===== config.mk =====
export PLATFORM = sky130hd
export DESIGN_NAME = phx_phase_delay_gen
export DESIGN_NICKNAME = d
export VERILOG_FILES = /design/src/rtl/phx_pkg.sv /design/src/rtl/phx_ctrl.sv /design/src/rtl/phx_chan_timer.sv /design/src/rtl/phx_datapath.sv /design/src/rtl/phx_phase_delay_gen.sv
export SDC_FILE = /design/constraint.sdc
export NUM_CORES = 1
export LEC_CHECK = 0
export ABC_AREA = 1
export ABC_CLOCK_PERIOD_IN_PS = 1650
export BUFFER_PORTS_ARGS = -buffer_cell sky130_fd_sc_hd__buf_2
export CAP_MARGIN = 20
export CORE_MARGIN = 3
export CORE_UTILIZATION = 50
export DETAILED_ROUTE_END_ITERATION = 12
export PLACE_DENSITY_LB_ADDON = 0.08
export SETUP_SLACK_MARGIN = 0.1
export SYNTH_ARGS = -nofsm -noshare
export SYNTH_HDL_FRONTEND = slang
export SYNTH_SLANG_ARGS = --single-unit

===== constraint.sdc =====
create_clock -name clk -period 1.65 [get_ports clk]
set_input_delay 0.0825 -clock clk [delete_from_list [all_inputs] [get_ports clk]]
set_output_delay 0.0825 -clock clk [all_outputs]
set_load 0.02 [all_outputs]

===== src/rtl/phx_pkg.sv =====
`timescale 1ns/1ps
package phx_pkg;

  // Strobes handed from the control unit to the channel timers.
  typedef struct packed {
    logic tick;   // one decimation tick has elapsed
    logic frame;  // this tick is a frame tick: load new offsets
  } phx_strobe_t;

endpackage


===== src/rtl/phx_ctrl.sv =====
`timescale 1ns/1ps
// Control: registers the tick/frame strobes, captures the signed offset
// word at a frame tick and turns each signed byte into two non-negative
// per-channel offsets.
module phx_ctrl
  import phx_pkg::*;
#(
  parameter int NUM_PAIRS = 3,
  parameter int CODE_W    = 8
) (
  input  logic                                   clk,
  input  logic                                   rst,
  input  logic                                   dclkEn,
  input  logic                                   frameStrobe,
  input  logic [NUM_PAIRS*CODE_W-1:0]            phaseCode,
  output phx_strobe_t                            strb,
  output logic [2*NUM_PAIRS-1:0][CODE_W-1:0]     chanOffset
);

  localparam int REG_W = NUM_PAIRS * CODE_W;

  logic [REG_W-1:0] activeCode;
  logic             frameTick;

  assign frameTick = dclkEn & frameStrobe;

  always_ff @(posedge clk) begin
    if (rst) begin
      strb       <= '0;
      activeCode <= '0;
    end else begin
      strb.tick  <= dclkEn;
      strb.frame <= frameTick;
      if (frameTick) begin
        activeCode <= phaseCode;
      end
    end
  end

  // Sign selects which channel of the pair is held back by the magnitude.
  for (genvar p = 0; p < NUM_PAIRS; p++) begin : g_pair
    logic [CODE_W-1:0] pairCode;
    logic [CODE_W-1:0] pairMag;
    logic              pairNeg;

    assign pairCode = activeCode[p*CODE_W +: CODE_W];
    assign pairNeg  = pairCode[CODE_W-1];
    // -2^(CODE_W-1) maps to 2^(CODE_W-1), which still fits unsigned.
    assign pairMag  = pairNeg ? (~pairCode + CODE_W'(1)) : pairCode;

    assign chanOffset[2*p]   = pairNeg ? '0 : pairMag;  // even channel lags
    assign chanOffset[2*p+1] = pairNeg ? pairMag : '0;  // reference held back
  end

endmodule


===== src/rtl/phx_chan_timer.sv =====
`timescale 1ns/1ps
// Tick-driven one-shot: loaded on a tick with a count d, it fires on the
// d-th following tick (d = 0 fires on the load tick itself).
module phx_chan_timer #(
  parameter int W = 8
) (
  input  logic         clk,
  input  logic         rst,
  input  logic         tick,
  input  logic         load,
  input  logic [W-1:0] loadVal,
  output logic         fireNow,
  output logic         fire
);

  logic         armed;
  logic [W-1:0] cnt;

  always_comb begin
    if (!tick) begin
      fireNow = 1'b0;
    end else if (load) begin
      fireNow = (loadVal == '0);
    end else begin
      fireNow = armed && (cnt == W'(1));
    end
  end

  always_ff @(posedge clk) begin
    if (rst) begin
      armed <= 1'b0;
      cnt   <= '0;
      fire  <= 1'b0;
    end else begin
      fire <= fireNow;
      if (tick) begin
        if (load) begin
          armed <= (loadVal != '0);
          cnt   <= loadVal;
        end else if (armed) begin
          cnt <= cnt - W'(1);
          if (cnt == W'(1)) begin
            armed <= 1'b0;
          end
        end
      end
    end
  end

endmodule


===== src/rtl/phx_datapath.sv =====
`timescale 1ns/1ps
// Datapath: per channel one start timer plus two alternating ready
// timers, so two frames' data-ready windows may overlap.
module phx_datapath
  import phx_pkg::*;
#(
  parameter int NUM_CH      = 6,
  parameter int OFF_W       = 8,
  parameter int FRAME_TICKS = 256
) (
  input  logic                          clk,
  input  logic                          rst,
  input  phx_strobe_t                   strb,
  input  logic [NUM_CH-1:0][OFF_W-1:0]  chanOffset,
  output logic [NUM_CH-1:0]             accStart,
  output logic [NUM_CH-1:0]             dataReady
);

  localparam int                 FRAME_W   = $clog2(FRAME_TICKS + 1);
  localparam logic [FRAME_W-1:0] FRAME_VAL = FRAME_W'(FRAME_TICKS);
  localparam int                 SLOTS     = 2;

  for (genvar ch = 0; ch < NUM_CH; ch++) begin : g_chan
    logic             startFireNow;
    logic             readyPtr;
    logic [SLOTS-1:0] readyFire;

    phx_chan_timer #(.W(OFF_W)) start_tmr_i (
      .clk     (clk),
      .rst     (rst),
      .tick    (strb.tick),
      .load    (strb.frame),
      .loadVal (chanOffset[ch]),
      .fireNow (startFireNow),
      .fire    (accStart[ch])
    );

    always_ff @(posedge clk) begin
      if (rst) begin
        readyPtr <= 1'b0;
      end else if (startFireNow) begin
        readyPtr <= ~readyPtr;
      end
    end

    for (genvar s = 0; s < SLOTS; s++) begin : g_slot
      logic slotFireNow;

      phx_chan_timer #(.W(FRAME_W)) ready_tmr_i (
        .clk     (clk),
        .rst     (rst),
        .tick    (strb.tick),
        .load    (startFireNow && (readyPtr == 1'(s))),
        .loadVal (FRAME_VAL),
        .fireNow (slotFireNow),
        .fire    (readyFire[s])
      );
    end

    assign dataReady[ch] = |readyFire;
  end

endmodule


===== src/rtl/phx_phase_delay_gen.sv =====
`timescale 1ns/1ps
module phx_phase_delay_gen
  import phx_pkg::*;
#(
  parameter int NUM_PAIRS   = 3,
  parameter int CODE_W      = 8,
  parameter int FRAME_TICKS = 256
) (
  input  logic                          clk,
  input  logic                          rst,
  input  logic                          dclkEn,
  input  logic                          frameStrobe,
  input  logic [NUM_PAIRS*CODE_W-1:0]   phaseCode,
  output logic [2*NUM_PAIRS-1:0]        accStart,
  output logic [2*NUM_PAIRS-1:0]        dataReady
);

  localparam int NUM_CH = 2 * NUM_PAIRS;

  phx_strobe_t                       strb;
  logic [NUM_CH-1:0][CODE_W-1:0]     chanOffset;

  phx_ctrl #(
    .NUM_PAIRS (NUM_PAIRS),
    .CODE_W    (CODE_W)
  ) ctrl_i (
    .clk         (clk),
    .rst         (rst),
    .dclkEn      (dclkEn),
    .frameStrobe (frameStrobe),
    .phaseCode   (phaseCode),
    .strb        (strb),
    .chanOffset  (chanOffset)
  );

  phx_datapath #(
    .NUM_CH      (NUM_CH),
    .OFF_W       (CODE_W),
    .FRAME_TICKS (FRAME_TICKS)
  ) dp_i (
    .clk        (clk),
    .rst        (rst),
    .strb       (strb),
    .chanOffset (chanOffset),
    .accStart   (accStart),
    .dataReady  (dataReady)
  );

endmodule


-- Yosys cells after proc, flatten, opt, wreduce, memory -nomap -nowiden
Cells that the tools add are included.
- multiplexer cells: 111
- bitwise operators: 11
- reduce and logical (&&, ||, !) cells: 96
- add/sub/neg operators: 21
- eq/ne operators: 18
- operators with widths (operator ; number):
    2-to-1 mux 9 bit ; 24
    2-to-1 mux 8 bit ; 21
    equality test 9 x 1 -> 1 bit (second input constant) ; 12
    subtractor 9 x 1 -> 9 bit (second input constant) ; 12
    2-to-1 mux 1 bit ; 66
    equality test 8 x 1 -> 1 bit (second input constant) ; 6
    logical NOT 8 bit ; 6
    nonzero test 8 bit ; 6
    subtractor 8 x 1 -> 8 bit (second input constant) ; 6
    AND reduction 2 bit ; 18
    nonzero test 2 bit ; 18
    OR reduction 3 bit ; 12
    logical AND 1 bit ; 30
    adder 8 x 1 -> 8 bit (second input constant) ; 3
    NOT 8 bit ; 3
    OR reduction 2 bit ; 6
    NOT 1 bit ; 7
    bitwise AND 1 bit ; 1
- register bits: 224
- logic and storage cells: 320
- input port bits: 28

-- Longest topological paths before layout
- depth in word-level cells: 10
- depth in mapped cells: 16
- depth with buffers taken out: 15

-- By module
Synthesis repeated with hierarchy kept, for this count alone.
- cell total of the unflattened synthesis: 2300
- area, all modules: 14780.4 um^2
- modules (own cells, without submodules) (module ; sequential area each (um^2) ; instances ; cells each ; area an instance (um^2)):
    phx_chan_timer at dp_i.g_chan[0].g_slot[0].ready_tmr_i ... ; 220.2 ; 12 ; 114 ; 721.9
    phx_chan_timer at dp_i.g_chan[0].start_tmr_i ... ; 200.2 ; 6 ; 106 ; 693.2
    phx_ctrl ; 520.5 ; 1 ; 239 ; 1616.6
    phx_datapath ; 120.1 ; 1 ; 57 ; 341.6

-- Least setup slack after synthesis
No wires, ideal clock.
- path type: reg2reg
- from: reg ctrl_i.activeCode[0]
- to: reg dp_i.g_chan[1].g_slot[0].ready_tmr_i.cnt[8]
- stages on the path, launching flop included: 14
- setup slack: -0.165 ns
- arrival time: 1.682 ns
- period minus slack after synthesis: 1.815 ns
- buffers on the path: 1
- setup time: 0.132 ns
- cell sequence: dfxtp_1 -> clkinv_1 -> ha_1 -> nor2_1 -> nor2_1 -> nor2_1 -> nand2_1 -> nor2_1 -> nand2_1 -> nand2_1 -> nand3_1 -> buf_2 -> nand3_1 -> a21oi_1
- cells in the longest elaborated chain, start to end: 10
- ends and longest elaborated chain (element ; RTL line ; source):
    start, declared ; phx_ctrl.sv:22 ; logic [REG_W-1:0] activeCode;
    start signal, assigned ; phx_ctrl.sv:35 ; activeCode <= phaseCode;
    NOT 8 bit ; phx_ctrl.sv:49 ; assign pairMag = pairNeg ? (~pairCode + CODE_W'(1)) : pairCode;
    adder 8 x 1 -> 8 bit ; phx_ctrl.sv:49 ;
    2-to-1 mux 8 bit (*) ; phx_ctrl.sv:49 ;
    2-to-1 mux 8 bit (*) ; phx_ctrl.sv:52 ; assign chanOffset[2*p+1] = pairNeg ? pairMag : '0;
    logical NOT 8 bit (*) ; phx_chan_timer.sv:23 ; fireNow = (loadVal == '0);
    2-to-1 mux 1 bit (*) ; phx_chan_timer.sv:22 ; end else if (load) begin
    2-to-1 mux 1 bit (*) ; phx_chan_timer.sv:20 ; if (!tick) begin
    logical AND 1 bit (*) ; phx_datapath.sv:53 ; .load (startFireNow && (readyPtr == 1'(s))),
    nonzero test 2 bit (no source line) ; - ;
    AND reduction 2 bit (no source line) ; - ;
    end signal, assigned ; phx_chan_timer.sv:39 ; cnt <= loadVal;
    end signal, assigned ; phx_chan_timer.sv:41 ; cnt <= cnt - W'(1);
    end, declared ; phx_chan_timer.sv:17 ; logic [W-1:0] cnt;
Every way passes the cells marked *; elsewhere a longest branch is shown, timed or not.
A chain may end at the register's enable or synchronous reset.

-- Final worst setup path
- from: reg ctrl_i.activeCode[1]
- to: reg dp_i.g_chan[1].readyPtr
- cells in the longest elaborated chain, start to end: 7
- ends and longest elaborated chain (element ; RTL line ; source):
    NOT 8 bit ; phx_ctrl.sv:49 ;
    adder 8 x 1 -> 8 bit ; phx_ctrl.sv:49 ;
    2-to-1 mux 8 bit (*) ; phx_ctrl.sv:49 ;
    2-to-1 mux 8 bit (*) ; phx_ctrl.sv:52 ;
    logical NOT 8 bit (*) ; phx_chan_timer.sv:23 ;
    2-to-1 mux 1 bit (*) ; phx_chan_timer.sv:22 ;
    2-to-1 mux 1 bit (*) ; phx_chan_timer.sv:20 ;
    end signal, assigned ; phx_datapath.sv:42 ; readyPtr <= ~readyPtr;
    end, declared ; phx_datapath.sv:25 ; logic readyPtr;
Marked as above.

==> Implementation_results.wiki <==
{| class="wikitable"
! Metric !! Value
|-
| Outcome || finished, violations left
|-
| Failing checks || setup timing
|-
| Site row count || 56
|-
| GR met1 Demand/Resource || 32.1%
|-
| Kind of end point of the critical path || flip-flop
|-
| Share of final-layout standard cells stronger than drive strength 1 || 30.9%
|-
| Skew final || 0.0159 ns
|-
| Pwr dens || 736 mW/mm^2
|-
| Prevailing post-synth register cell || sky130_fd_sc_hd__dfxtp_1
|-
| Category of the critical setup timing path || flip-flop to flip-flop
|-
| Placed insts || 2168
|-
| Total I/O pin count || 40
|-
| Largest net degree at the start of global routing || 64
|-
| Slowest stage cell, crit path || sky130_fd_sc_hd__dfxtp_2
|-
| RSZ-0062 raised after global routing || yes
|-
| Top-count cell post-synth || sky130_fd_sc_hd__nand2_1
|-
| Asr flop ratio synth || 0%
|-
| Maximum capacitance violations || 0
|-
| Fmax || 0.518 GHz
|-
| Sequential cell area fraction in the yosys report || 37.0%
|-
| Clock tree from TritonCTS || yes
|-
| IR drop worst, VDD || 0.645 mV
|-
| Layout overhead on the synthesized area || 40.0%
|-
| Met3 Track Usage GR || 2.70%
|-
| Crit path arrival time || 2.39 ns
|-
| Required arrival time at the worst endpoint || 2.11 ns
|-
| Accumulated negative setup slack || -17.72 ns
|-
| Last weighted congestion value of the routability-driven placer || 0.889
|-
| Most common library cells after synthesis || 300 x sky130_fd_sc_hd__nand2_1, 224 x sky130_fd_sc_hd__dfxtp_1, 205 x sky130_fd_sc_hd__nand3_1
|-
| Max stage delay on crit path || 0.32 ns
|-
| DRC marker count from the first detailed-route iteration || 846
|-
| Port-buffer cells || 39
|-
| Ratio of routed vias to standard cells || 5.41
|-
| Share of the clock period used by the worst path || 117%
|-
| Final hold violations || 0
|-
| Number of buffers created by CTS || 25
|-
| Longest Clk Path Bufs || 3
|-
| Worst slack, placed || -0.222 ns
|-
| Post-Route WL || 33200 um
|-
| Top cells by area in the synthesized netlist || sky130_fd_sc_hd__dfxtp_1 37%, sky130_fd_sc_hd__nand2_1 9.3%, sky130_fd_sc_hd__nand3_1 8.5%
|-
| Length of the first detailed-routing pass in iterations || 6
|-
| Insertion delay to the later sink of the worst-skew pair || 0.53 ns
|-
| Total die area || 0.0262 mm^2
|-
| Post-Synthesis Net Count || 1794
|-
| Total routing usage reported by global routing || 24.3%
|-
| Clock sink total || 224
|-
| Worst min-delay path category || input pin to flip-flop
|-
| Slew Viols, Final || 0
|-
| Clock slew at reported path FFs || 0.06 ns
|-
| Ys Warns || 0
|-
| Nets || 2024
|-
| Mapped cell area || 0.0121 mm^2
|-
| Wire per inst || 14.4 um
|-
| Worst-path maximum fanout || 4
|-
| Grt met2 use || 42.2%
|-
| Initial core utilization || 51.2%
|-
| Finished Layout Cells || 2295
|-
| Clock root buffer || sky130_fd_sc_hd__clkbuf_16
|-
| Most heavily used metal layer in global routing || met2
|-
| Syn Area/Cell || 7.02 um^2
|-
| Area share of the largest cell type after synthesis || 37.0%
|-
| DP HPWL || 20200 um
|-
| Type of element launching the critical path || flip-flop
|-
| Area of the core || 0.0237 mm^2
|-
| Worst-case headroom to the max-slew limit || 58.3%
|-
| Chip Width || 162 um
|-
| EDFF count, synth || 0
|-
| Crit path cell chain || inv_2 > ha_4 > inv_2 > nor2_4 > nand3_2 > nand2_2 > nand3_2 > nand2_2 > inv_2 > nand2_4 > nand2_4 > buf_4 > buf_6 > buf_6 > nand2_4 > nand2_2 > a21oi_2
|-
| Min setup slack post-route || -0.279 ns
|-
| Number of remaining DRC errors || 0
|-
| Post-synth cell types || 42
|-
| Post-layout min period || 1.93 ns
|-
| Leakage power total || 0.00713 uW
|-
| Cells after synthesis || 1727
|-
| Biggest area consumer among synthesized cells || sky130_fd_sc_hd__dfxtp_1
|-
| Vertical die dimension || 162 um
|-
| Initial antenna violation count || 0
|-
| Deepest level of the CTS H-tree || 1
|-
| Sum of overflow across all layers after global routing || 0
|-
| Number of antenna-violating nets in the routed design || 0
|-
| DR vias || 12400
|-
| Antenna diode count || 0
|-
| Register bit total from synthesis || 224
|-
| Number of global-route vias before repair || 12000
|-
| Count of endpoints failing setup in the final report || 102
|-
| Slew of the pin with the lowest slew margin || 0.626 ns
|-
| First-pass GRT wire length || 55200 um
|}
[cells by family after synthesis]
logic type / after synthesis / share of synthesized area [%]
xor gates and xnor gates: 95 / 6.86
and+or+nand+nor: 793 / 29.4
buffers and inverters: 253 / 8.32
DFF: 224 / 37.0
AOI/OAI and AO/OA: 322 / 14.3
adders and majority gates: 39 / 4.02
muxes: 1 / 0.0825
[cell type report]
type | instances | area (um^2)
Multi-Input combinational cell | 1254 | 8060
Fill cell | 1902 | 6710
Sequential cell | 224 | 4510
Timing Repair Buffer | 276 | 2510
Clock buffer | 40 | 762
Inverter | 176 | 698
Tap cell | 319 | 399
Clock inverter | 6 | 33.8
[sequential cells by signal, indices dropped and copies added (netlist names)]
name                                  cells
dp_i.g_chan.start_tmr_i.armed             6
ctrl_i.activeCode                        24
dp_i.g_chan.start_tmr_i.cnt              48
dp_i.g_chan.g_slot.ready_tmr_i.fire      12
ctrl_i.strb                               2
dp_i.g_chan.readyPtr                      6
dp_i.g_chan.g_slot.ready_tmr_i.armed     12
dp_i.g_chan.g_slot.ready_tmr_i.cnt      108
dp_i.g_chan.start_tmr_i.fire              6
[placed cells by master (no fill, tap or decap), types with 26 or more instances in the layout]
cell type and n:
sky130_fd_sc_hd__nand2_1 246, sky130_fd_sc_hd__dfxtp_1 208, sky130_fd_sc_hd__a21oi_1 150, sky130_fd_sc_hd__buf_4 147, sky130_fd_sc_hd__inv_1 145, sky130_fd_sc_hd__nor2_1 145, sky130_fd_sc_hd__nand3_2 100, sky130_fd_sc_hd__nand3_1 88
sky130_fd_sc_hd__o21ai_0 78, sky130_fd_sc_hd__xor2_1 69, sky130_fd_sc_hd__buf_6 45, sky130_fd_sc_hd__nand4_1 41, sky130_fd_sc_hd__nand2_2 39, sky130_fd_sc_hd__a21oi_2 38, sky130_fd_sc_hd__buf_2 38, sky130_fd_sc_hd__ha_1 35
sky130_fd_sc_hd__clkbuf_16 30, sky130_fd_sc_hd__nand3b_1 27, sky130_fd_sc_hd__xnor2_1 26, sky130_fd_sc_hd__dlygate4sd3_1 26
[repair_timing]
action,4_1_cts,5_1_grt
resized for setup,147,177
pin swaps,48,60
cloned,9,7
setup buffers,32,13
hold buffers,26,0
endpoints found under the setup margin,146,156
endpoints found under the hold margin,25,0
[metal layers]
layer	up-vias	wire length (um)
met5	-	0
met4	0	771
met3	63	1160
met2	240	16200
met1	5860	15000
li1	6248	-
[critical path: cells and delay by family, from the launching register on]
kind,cells,cell delay [ns]
AO/OA/AOI/OAI,1,0.13
buffers and inverters,6,0.53
flip-flops,1,0.32
AND/OR/NAND/NOR,9,0.72
adder cells (fa/ha/maj),1,0.15
[report_power, final]
| group | leakage (uW) | total, uW | internal, uW | switching, uW |
|---|---|---|---|---|
| clock network | 0.000398 | 5380 | 3150 | 2230 |
| logic | 0.00491 | 1540 | 700 | 842 |
| registers | 0.00182 | 5580 | 5500 | 78.6 |
| total | 0.00713 | 12500 | 9350 | 3150 |
[through the flow]
stage,utilization [%],power [uW],area [um^2],hold WS (ns)
floorplan,-,6400,12700,0.189
global placement,59.6,6860,14100,0.340
CTS,68.0,12500,16100,0.0382
detailed placement,59.6,6880,14100,0.347
global route,71.7,13000,17000,0.0872
finish,71.7,12500,17000,0.0771
[final timing paths]
kind,startpoint,end,slack (ns),depth (start not counted)
worst min-delay path,frameStrobe,ctrl_i.strb[0],0.08,4
worst max register to register,ctrl_i.activeCode[1],dp_i.g_chan[1].readyPtr,-0.28,17
worst min register to register,dp_i.g_chan[3].g_slot[1].ready_tmr_i.armed,dp_i.g_chan[3].g_slot[1].ready_tmr_i.fire,0.47,2
worst max-delay path,ctrl_i.activeCode[1],dp_i.g_chan[1].readyPtr,-0.28,17
Power figures use the tool's default switching activity.
